<file path="config.mk">
export PLATFORM = sky130hd
export DESIGN_NAME = pix_color_stage
export DESIGN_NICKNAME = d
export VERILOG_FILES = /design/src/rtl/pix_color_stage.sv
export SDC_FILE = /design/constraint.sdc
export NUM_CORES = 1
export LEC_CHECK = 0
export ABC_AREA = 1
export BUFFER_PORTS_ARGS = -buffer_cell sky130_fd_sc_hd__buf_4
export CORE_MARGIN = 1
export CORE_UTILIZATION = 44
export DETAILED_ROUTE_END_ITERATION = 10
export PLACE_DENSITY = 0.83
export SLEW_MARGIN = 20
export SYNTH_ARGS = -nofsm -noshare
export SYNTH_HDL_FRONTEND = slang
export SYNTH_SLANG_ARGS = --single-unit
export TNS_END_PERCENT = 1
</file>
<file path="constraint.sdc">
create_clock -name clk -period 2.29 [get_ports clk]
set_input_delay 0.1145 -clock clk [delete_from_list [all_inputs] [get_ports clk]]
set_output_delay 0.1145 -clock clk [all_outputs]
set_load 0.02 [all_outputs]
</file>
<file path="src/rtl/pix_color_stage.sv">
module pix_color_stage #(
  parameter int XW    = 9,
  parameter int PIXW  = 4,
  parameter int CW    = 6,
  parameter int CLIPW = 8
) (
  input  logic            clk,
  input  logic            rst_n,
  input  logic            mask_we,
  input  logic [7:0]      mask_wdata,
  input  logic [XW-1:0]   pix_x,
  input  logic [PIXW-1:0] bg_pix,
  input  logic [CW-1:0]   bg_color,
  input  logic [PIXW-1:0] spr_pix,
  input  logic [CW-1:0]   spr_color,
  input  logic            spr_behind,
  input  logic [CW-1:0]   backdrop_color,
  output logic [CW-1:0]   color_out,
  output logic [2:0]      emph_out
);
  localparam logic [CW-1:0] GRAY_KEEP = {2'b11, {(CW-2){1'b0}}};
  localparam logic [XW-1:0] CLIP_END  = XW'(CLIPW);

  logic [7:0]    mask_q;
  logic          in_edge, bg_vis, spr_vis, spr_wins;
  logic [CW-1:0] merged, shaded;

  assign in_edge  = pix_x < CLIP_END;
  assign bg_vis   = mask_q[3] && (mask_q[1] || !in_edge) && (bg_pix[1:0] != 2'b00);
  assign spr_vis  = mask_q[4] && (mask_q[2] || !in_edge) && (spr_pix[1:0] != 2'b00);
  assign spr_wins = spr_vis && (!bg_vis || !spr_behind);
  assign merged   = spr_wins ? spr_color : (bg_vis ? bg_color : backdrop_color);
  assign shaded   = mask_q[0] ? (merged & GRAY_KEEP) : merged;

  always_ff @(posedge clk or negedge rst_n) begin
    if (!rst_n) begin
      mask_q    <= 8'h00;
      color_out <= '0;
      emph_out  <= 3'b000;
    end else begin
      if (mask_we) mask_q <= mask_wdata;
      color_out <= shaded;
      emph_out  <= mask_q[7:5];
    end
  end

  p_reset_zero_r1: assert property (@(posedge clk)
    !rst_n |=> (mask_q == 8'h00 && color_out == '0 && emph_out == 3'b000));

  p_write_loads_r2: assert property (@(posedge clk) disable iff (!rst_n)
    mask_we |=> mask_q == $past(mask_wdata));

  p_layers_off_r3: assert property (@(posedge clk) disable iff (!rst_n)
    (!mask_q[3] && !mask_q[4] && !mask_q[0]) |=> color_out == $past(backdrop_color));

  p_edge_clip_r4: assert property (@(posedge clk) disable iff (!rst_n)
    (in_edge && mask_q[2:1] == 2'b00 && !mask_q[0]) |=> color_out == $past(backdrop_color));

  p_gray_low_clear_r7: assert property (@(posedge clk) disable iff (!rst_n)
    mask_q[0] |=> color_out[CW-3:0] == '0);

  p_emph_follows_r8: assert property (@(posedge clk) disable iff (!rst_n)
    $stable(mask_q) |=> $stable(emph_out));
endmodule

</file>
==> out/results.ini, run 1 <==
[route]
vias = 776
drt-pass1-iter-count = 5
drt_iter0_drc = 18
drc_errors = 0
drt-wirelength-per-cell_um = 11.28
ant_nets = 0
viasPerCell = 4.647
wl_um = 1884

[die]
dieHeight_um = 46.17
die_w_um = 46.17
initial_core_util = 0.4814
core_area_um2 = 1783
die-area_um2 = 2131
io_pins = 56
rows = 15

[synthesis]
syn_inst = 90
postSynthAreaPerCell_um2 = 9.537
synth_cell_type_count = 16
syn-cell-area_um2 = 858.3
synth_seq_cells = 17
seq_area_frac_synth = 0.4956
syn-num-nets = 137
ys_warn_count = 0

[sta]
worst_slew_pin_slew_ps = 296.3
drv_slew = 0
rsz0062_at_grt = false
fin_skew_ps = 2.935
slew-limit-headroom = 0.8022
final.setup.tns_ps = 0
timing.fmax_mhz = 843.0
setup_viol = 0
hold_viol_final = 0
timing.hold.ws_ps = 40.32
fin_crit_ps = 1186
timing.final.ws_setup_ps = 1104
post-route-period-util = 0.5180

[cells_and_area]
final_cells = 167
final_common_cell = buf_4
final_cell_mix = buf_4, nand2_1, dfrtp_1
area_growth_pct = 49.27
num-fill-cells = 140
multi_input_area_um2 = 395.4
drive_above_1_share = 0.5282
nets = 190
seq_area_um2 = 425.4
n_antenna_cell = 0

[worst_setup_path]
cp_max_fo = 8
regToRegEndpoint = color_out[0]
worstPathCellList = inv_1 -> nor2_4 -> nand2_2 -> nand2_1 -> nand2_1 -> nor2_2 -> nor2_2
startpoint_type = register
r2r_setup_slack_ps = 1100
max_stage_delay_ps = 340
slowest_stage = dfrtp_1
reg2reg_from = mask_q[3]
critPathKind = reg -> reg
worst_setup_path_end_kind = register
arrival_ps = 1370
worstPathRequired_ps = 2470
ff2ff_path_depth = 7

[placement]
dp_cells = 162
preCtsSetupSlack_ps = 1127
gp_congestion = 0.8179
portBuffers = 48
hpwl_um = 1510

[clock_tree]
cts.sinks = 17
ctsResizeCount = 0
root_buffer = clkbuf_4
clock_path_buffers = 2
cts_buffers = 3
cts-htree-levels = 1
clk_pin_slew_ps = 90
cts_tree = done
clock_latency_ps = 280

[grt]
grt_max_degree = 18
grt_pass1_wl_um = 2856
antenna_found_initial = 0
grt.total_usage = 0.1985
grt_overflow = 0
grt_pass1_vias = 678

[min_path]
whs_endpoint = mask_q[0]
hold_class = in -> reg
hold_start = mask_wdata[0]
hold_depth = 3

[flow_run]
cap_violations = 0

[power_and_ir_drop]
powerDensity_nw_per_um2 = 559.0
peakVddDrop_mv = 0.3249
p_leak_nw = 0.6685

[outcome]
status = finished clean

-- critical path, delay by kind of cell (launching register included) --
kind,cells,cell delay [ps]
flip-flops,1,340
AND/OR/NAND/NOR,6,670
buffers and inverters,1,70
-- power by group --
group	internal, mW	switching [mW]	total (mW)
combinational	0.108	0.113	0.220
clock	0.0676	0.0837	0.151
sequential	0.333	0.0109	0.344
total	0.509	0.207	0.716
-- kinds of logic after synthesis --
| logic type | Yosys count | synth area share |
|---|---|---|
| compound gates | 4 | 0.02332 |
| buf+inv | 9 | 0.04374 |
| mux | 5 | 0.06559 |
| simple gates | 55 | 0.3717 |
| flops | 17 | 0.4956 |
-- synth_stat cells --
cell type  number  share of area
nand3_2         1          0.012
inv_1           7          0.031
mux2_2          5          0.066
inv_4           1         0.0073
nand2_1        25           0.11
nand2_4         1          0.013
nand4_4         1          0.025
o21ai_0         4          0.023
buf_2           1         0.0058
nor2_1          2         0.0087
nand2_2         1         0.0073
dfrtp_1        17           0.50
nor2_2          9          0.066
nand3_4         1          0.020
nand3_1        10          0.058
nor2_4          4          0.052
-- what timing repair did --
action                                  in CTS  in global routing
buffers inserted                             0                  0
endpoints found under the setup margin       0                  0
endpoints found under the hold margin       17                  0
hold buffers                                 1                  0
-- sequential cells by signal, indices dropped and copies added (netlist names) --
name,count
emph_out,3
mask_q,8
color_out,6
-- worst max-delay path by stage --
| stage | startpoint | slack (ps) | endpoint | cells past startpoint |
|---|---|---|---|---|
| after floorplan | mask_q[3] | 1250 | color_out[0] | 7 |
| after detailed placement | mask_q[3] | 1130 | color_out[2] | 7 |
| after global routing | mask_q[3] | 990 | color_out[2] | 7 |
| after CTS | mask_q[3] | 1100 | color_out[3] | 7 |
| final | mask_q[3] | 1100 | color_out[0] | 7 |
| after global placement | mask_q[3] | 1150 | color_out[3] | 7 |
-- layout make-up --
type | instances | share of cell area
inverter | 8 | 0.02539
tap | 25 | 0.02441
clock buffer | 4 | 0.02051
sequential | 17 | 0.3320
timing repair buffer | 49 | 0.2891
multi-input combinational | 64 | 0.3086
-- through the flow --
step,instance area [µm²],power (mW),util
3_3_place_gp,1245,0.5641,0.6982
2_1_floorplan,858.3,0.4631,-
5_1_grt,1281,0.7579,0.7186
3_5_place_dp,1245,0.5710,0.6982
4_1_cts,1281,0.7259,0.7186
6_report,1281,0.7162,0.7186
-- metal layers --
layer | global-route usage | share of wire | vias up | routed length [µm]
li1 | - | - | 389 | -
met2 | 0.3493 | 0.53 | 34 | 992
met4 | 0.1059 | 0.020 | 0 | 38
met3 | 0.03922 | 0.062 | 4 | 116
met5 | 0 | 0 | - | 0
met1 | 0.2225 | 0.39 | 349 | 736
Note: power is estimated with default switching activity, not from simulation.
==> run 2: changes to the inputs <==
CORE_UTILIZATION = 37   (was 44)
PLACE_DENSITY = 0.75   (was 0.83)
clock period = 1 ns   (was 2.29 ns; I/O delays follow)
==> out/results.ini, run 2 (synthesis gave the netlist of run 1 again) <==
[outcome]
status = finished, violations left
failed_checks = setup timing

[sta]
hold_viol_final = 0  ; unchanged
rsz0062_at_grt = true
timing.final.ws_setup_ps = -99.00  ; -1203 ps
timing.hold.ws_ps = 42.25  ; +1.924 ps
slew-limit-headroom = 0.8152  ; +0.01292
fin_crit_ps = 1099  ; -87.19 ps
worst_slew_pin_slew_ps = 277.0  ; -19.36 ps
post-route-period-util = 1.099  ; +0.5810
timing.fmax_mhz = 909.9  ; +7.9%
fin_skew_ps = 13.66  ; +10.73 ps
drv_slew = 0  ; unchanged
setup_viol = 6  ; +6

[min_path]
hold_class = in -> reg

[cells_and_area]
largest-register = mask_q
nets = 201  ; +5.8%
final_common_cell = buf_4
area_growth_pct = 62.39
largest_reg_flops = 8  ; unchanged
n_antenna_cell = 0  ; unchanged
drive_above_1_share = 0.5163  ; -0.01183
top_regs = mask_q: 8 flops, color_out: 6 flops, emph_out: 3 flops
postLayoutCoreUtil = 0.6362  ; -0.08239
final_cell_mix = buf_4, nand2_1, dfrtp_1

[route]
wl_um = 1869  ; -0.80%
drt-wirelength-per-cell_um = 10.33  ; -8.5%
viasPerCell = 4.448  ; -4.3%
drt-pass1-iter-count = 4  ; -1
wl_met3_um = 115  ; -0.86%
top_layer = met4
ant_nets = 0  ; unchanged
met1_length_um = 789  ; +7.2%
drt_iter0_drc = 13  ; -5
vias = 805  ; +3.7%
drc_errors = 0  ; unchanged
met2_length_um = 940  ; -5.2%

[placement]
portBuffers = 48  ; unchanged
gp_congestion = 0.7910  ; -3.3%
hpwl_um = 1442  ; -4.5%

[worst_setup_path]
max_stage_delay_ps = 390  ; +50 ps
arrival_ps = 1320  ; -50 ps
path_common_cell = nor2_2
worst_setup_path_end_kind = register
slowest_stage = dfrtp_1
crit_buf_inv = 2  ; +1
worstPathRequired_ps = 1220  ; -1250 ps
crit_family = simple AND/OR/NAND/NOR gates
worstPathCellList = inv_2 -> nand4_4 -> nand3_4 -> nand2_4 -> inv_4 -> nor2_2 -> nor2_2
critPathKind = reg -> reg
cp_max_fo = 8  ; unchanged
startpoint_type = register

[power_and_ir_drop]
p_leak_nw = 0.7146  ; +6.9%
powerDensity_nw_per_um2 = 1201  ; +110%
total_power_mw = 1.674  ; +130%
peakVddDrop_mv = 0.7034  ; +120%

[grt]
grt_overflow = 0  ; unchanged
grt_max_degree = 18  ; unchanged
grt.total_usage = 0.1711  ; -0.02745
grt_pass1_wl_um = 3160  ; +11%
grt_pass1_vias = 735  ; +8.4%
antenna_found_initial = 0  ; unchanged

[die]
dieHeight_um = 50.17  ; +8.7%
core_area_um2 = 2191  ; +23%
rows = 17  ; +2
initial_core_util = 0.3918  ; -0.08963
die-area_um2 = 2517  ; +18%
io_pins = 56  ; unchanged
die_w_um = 50.17  ; +8.7%

[flow_run]
cap_violations = 0  ; unchanged

[clock_tree]
clock_path_buffers = 2  ; unchanged
clk_pin_slew_ps = 100  ; about the same
post_cts_buffers = 0  ; unchanged
clock_latency_ps = 290  ; about the same
cts_buffers = 3  ; unchanged
cts.sinks = 17  ; unchanged
root_buffer = clkbuf_4
cts-htree-levels = 1  ; unchanged
cts_tree = done

-- run 2: final cells by class --
type | instances | area, µm²
Timing Repair Buffer | 60 | 478.0
Clock buffer | 3 | 22.52
Tap cell | 28 | 35.03
Inverter | 8 | 32.53
Sequential cell | 17 | 425.4
Clock inverter | 1 | 5.005
Fill cell | 170 | 797.0
Multi-Input combinational cell | 64 | 395.4
-- run 2: repair_timing --
action                     in CTS  in global routing
hold buffers                   11                  0
pin swaps                       3                  0
hold endpoints to repair       27                  0
gates resized for setup         1                  0
setup endpoints to repair       6                  6
-- run 2: where the power goes --
| group | leakage [nW] | internal [mW] | switching (mW) |
|---|---|---|---|
| Clock | 0.0177 | 0.149 | 0.202 |
| Combinational | 0.492 | 0.276 | 0.260 |
| Sequential | 0.205 | 0.764 | 0.0233 |
-- run 2: path summary, 6_finish.rpt --
path                       startpoint           end  slack (ps)  cells after the start
max reg2reg                 mask_q[1]  color_out[0]        -100                      7
max                         mask_q[1]  color_out[0]        -100                      7
min                           mask_we     mask_q[3]          40                      2
max in group asynchronous       rst_n  color_out[4]         660                      2
min reg2reg                 mask_q[6]   emph_out[1]         360                      0
min in group asynchronous       rst_n   emph_out[2]         150                      2
-- run 2: stage by stage --
step / setup slack (ps) / std cells / TNS, ps / instance area [µm²]
final: -99.00 / 181 / -509.3 / 1394
after global routing: -214.5 / 181 / -1239 / 1394
after CTS: -103.5 / 181 / -539.5 / 1394
after detailed placement: -112.1 / 166 / -590.3 / 1256
after global placement: -70.34 / 166 / -400.4 / 1256
after floorplan: -11.58 / 90 / -52.84 / 858.3
-- run 2: routing by layer --
metal  GRT usage  up-vias
met2      0.2733       36
met5           0        -
met3     0.04848        4
li1            -      411
met4     0.09048        0
met1      0.2070      354
-- run 2: worst reg2reg max path, cell delays in order, from the launching register on --
cell and delay [ps]:
dfrtp_1 390, inv_2 70, nand4_4 150, nand3_4 140, nand2_4 70, inv_4 100
nor2_2 40, nor2_2 70
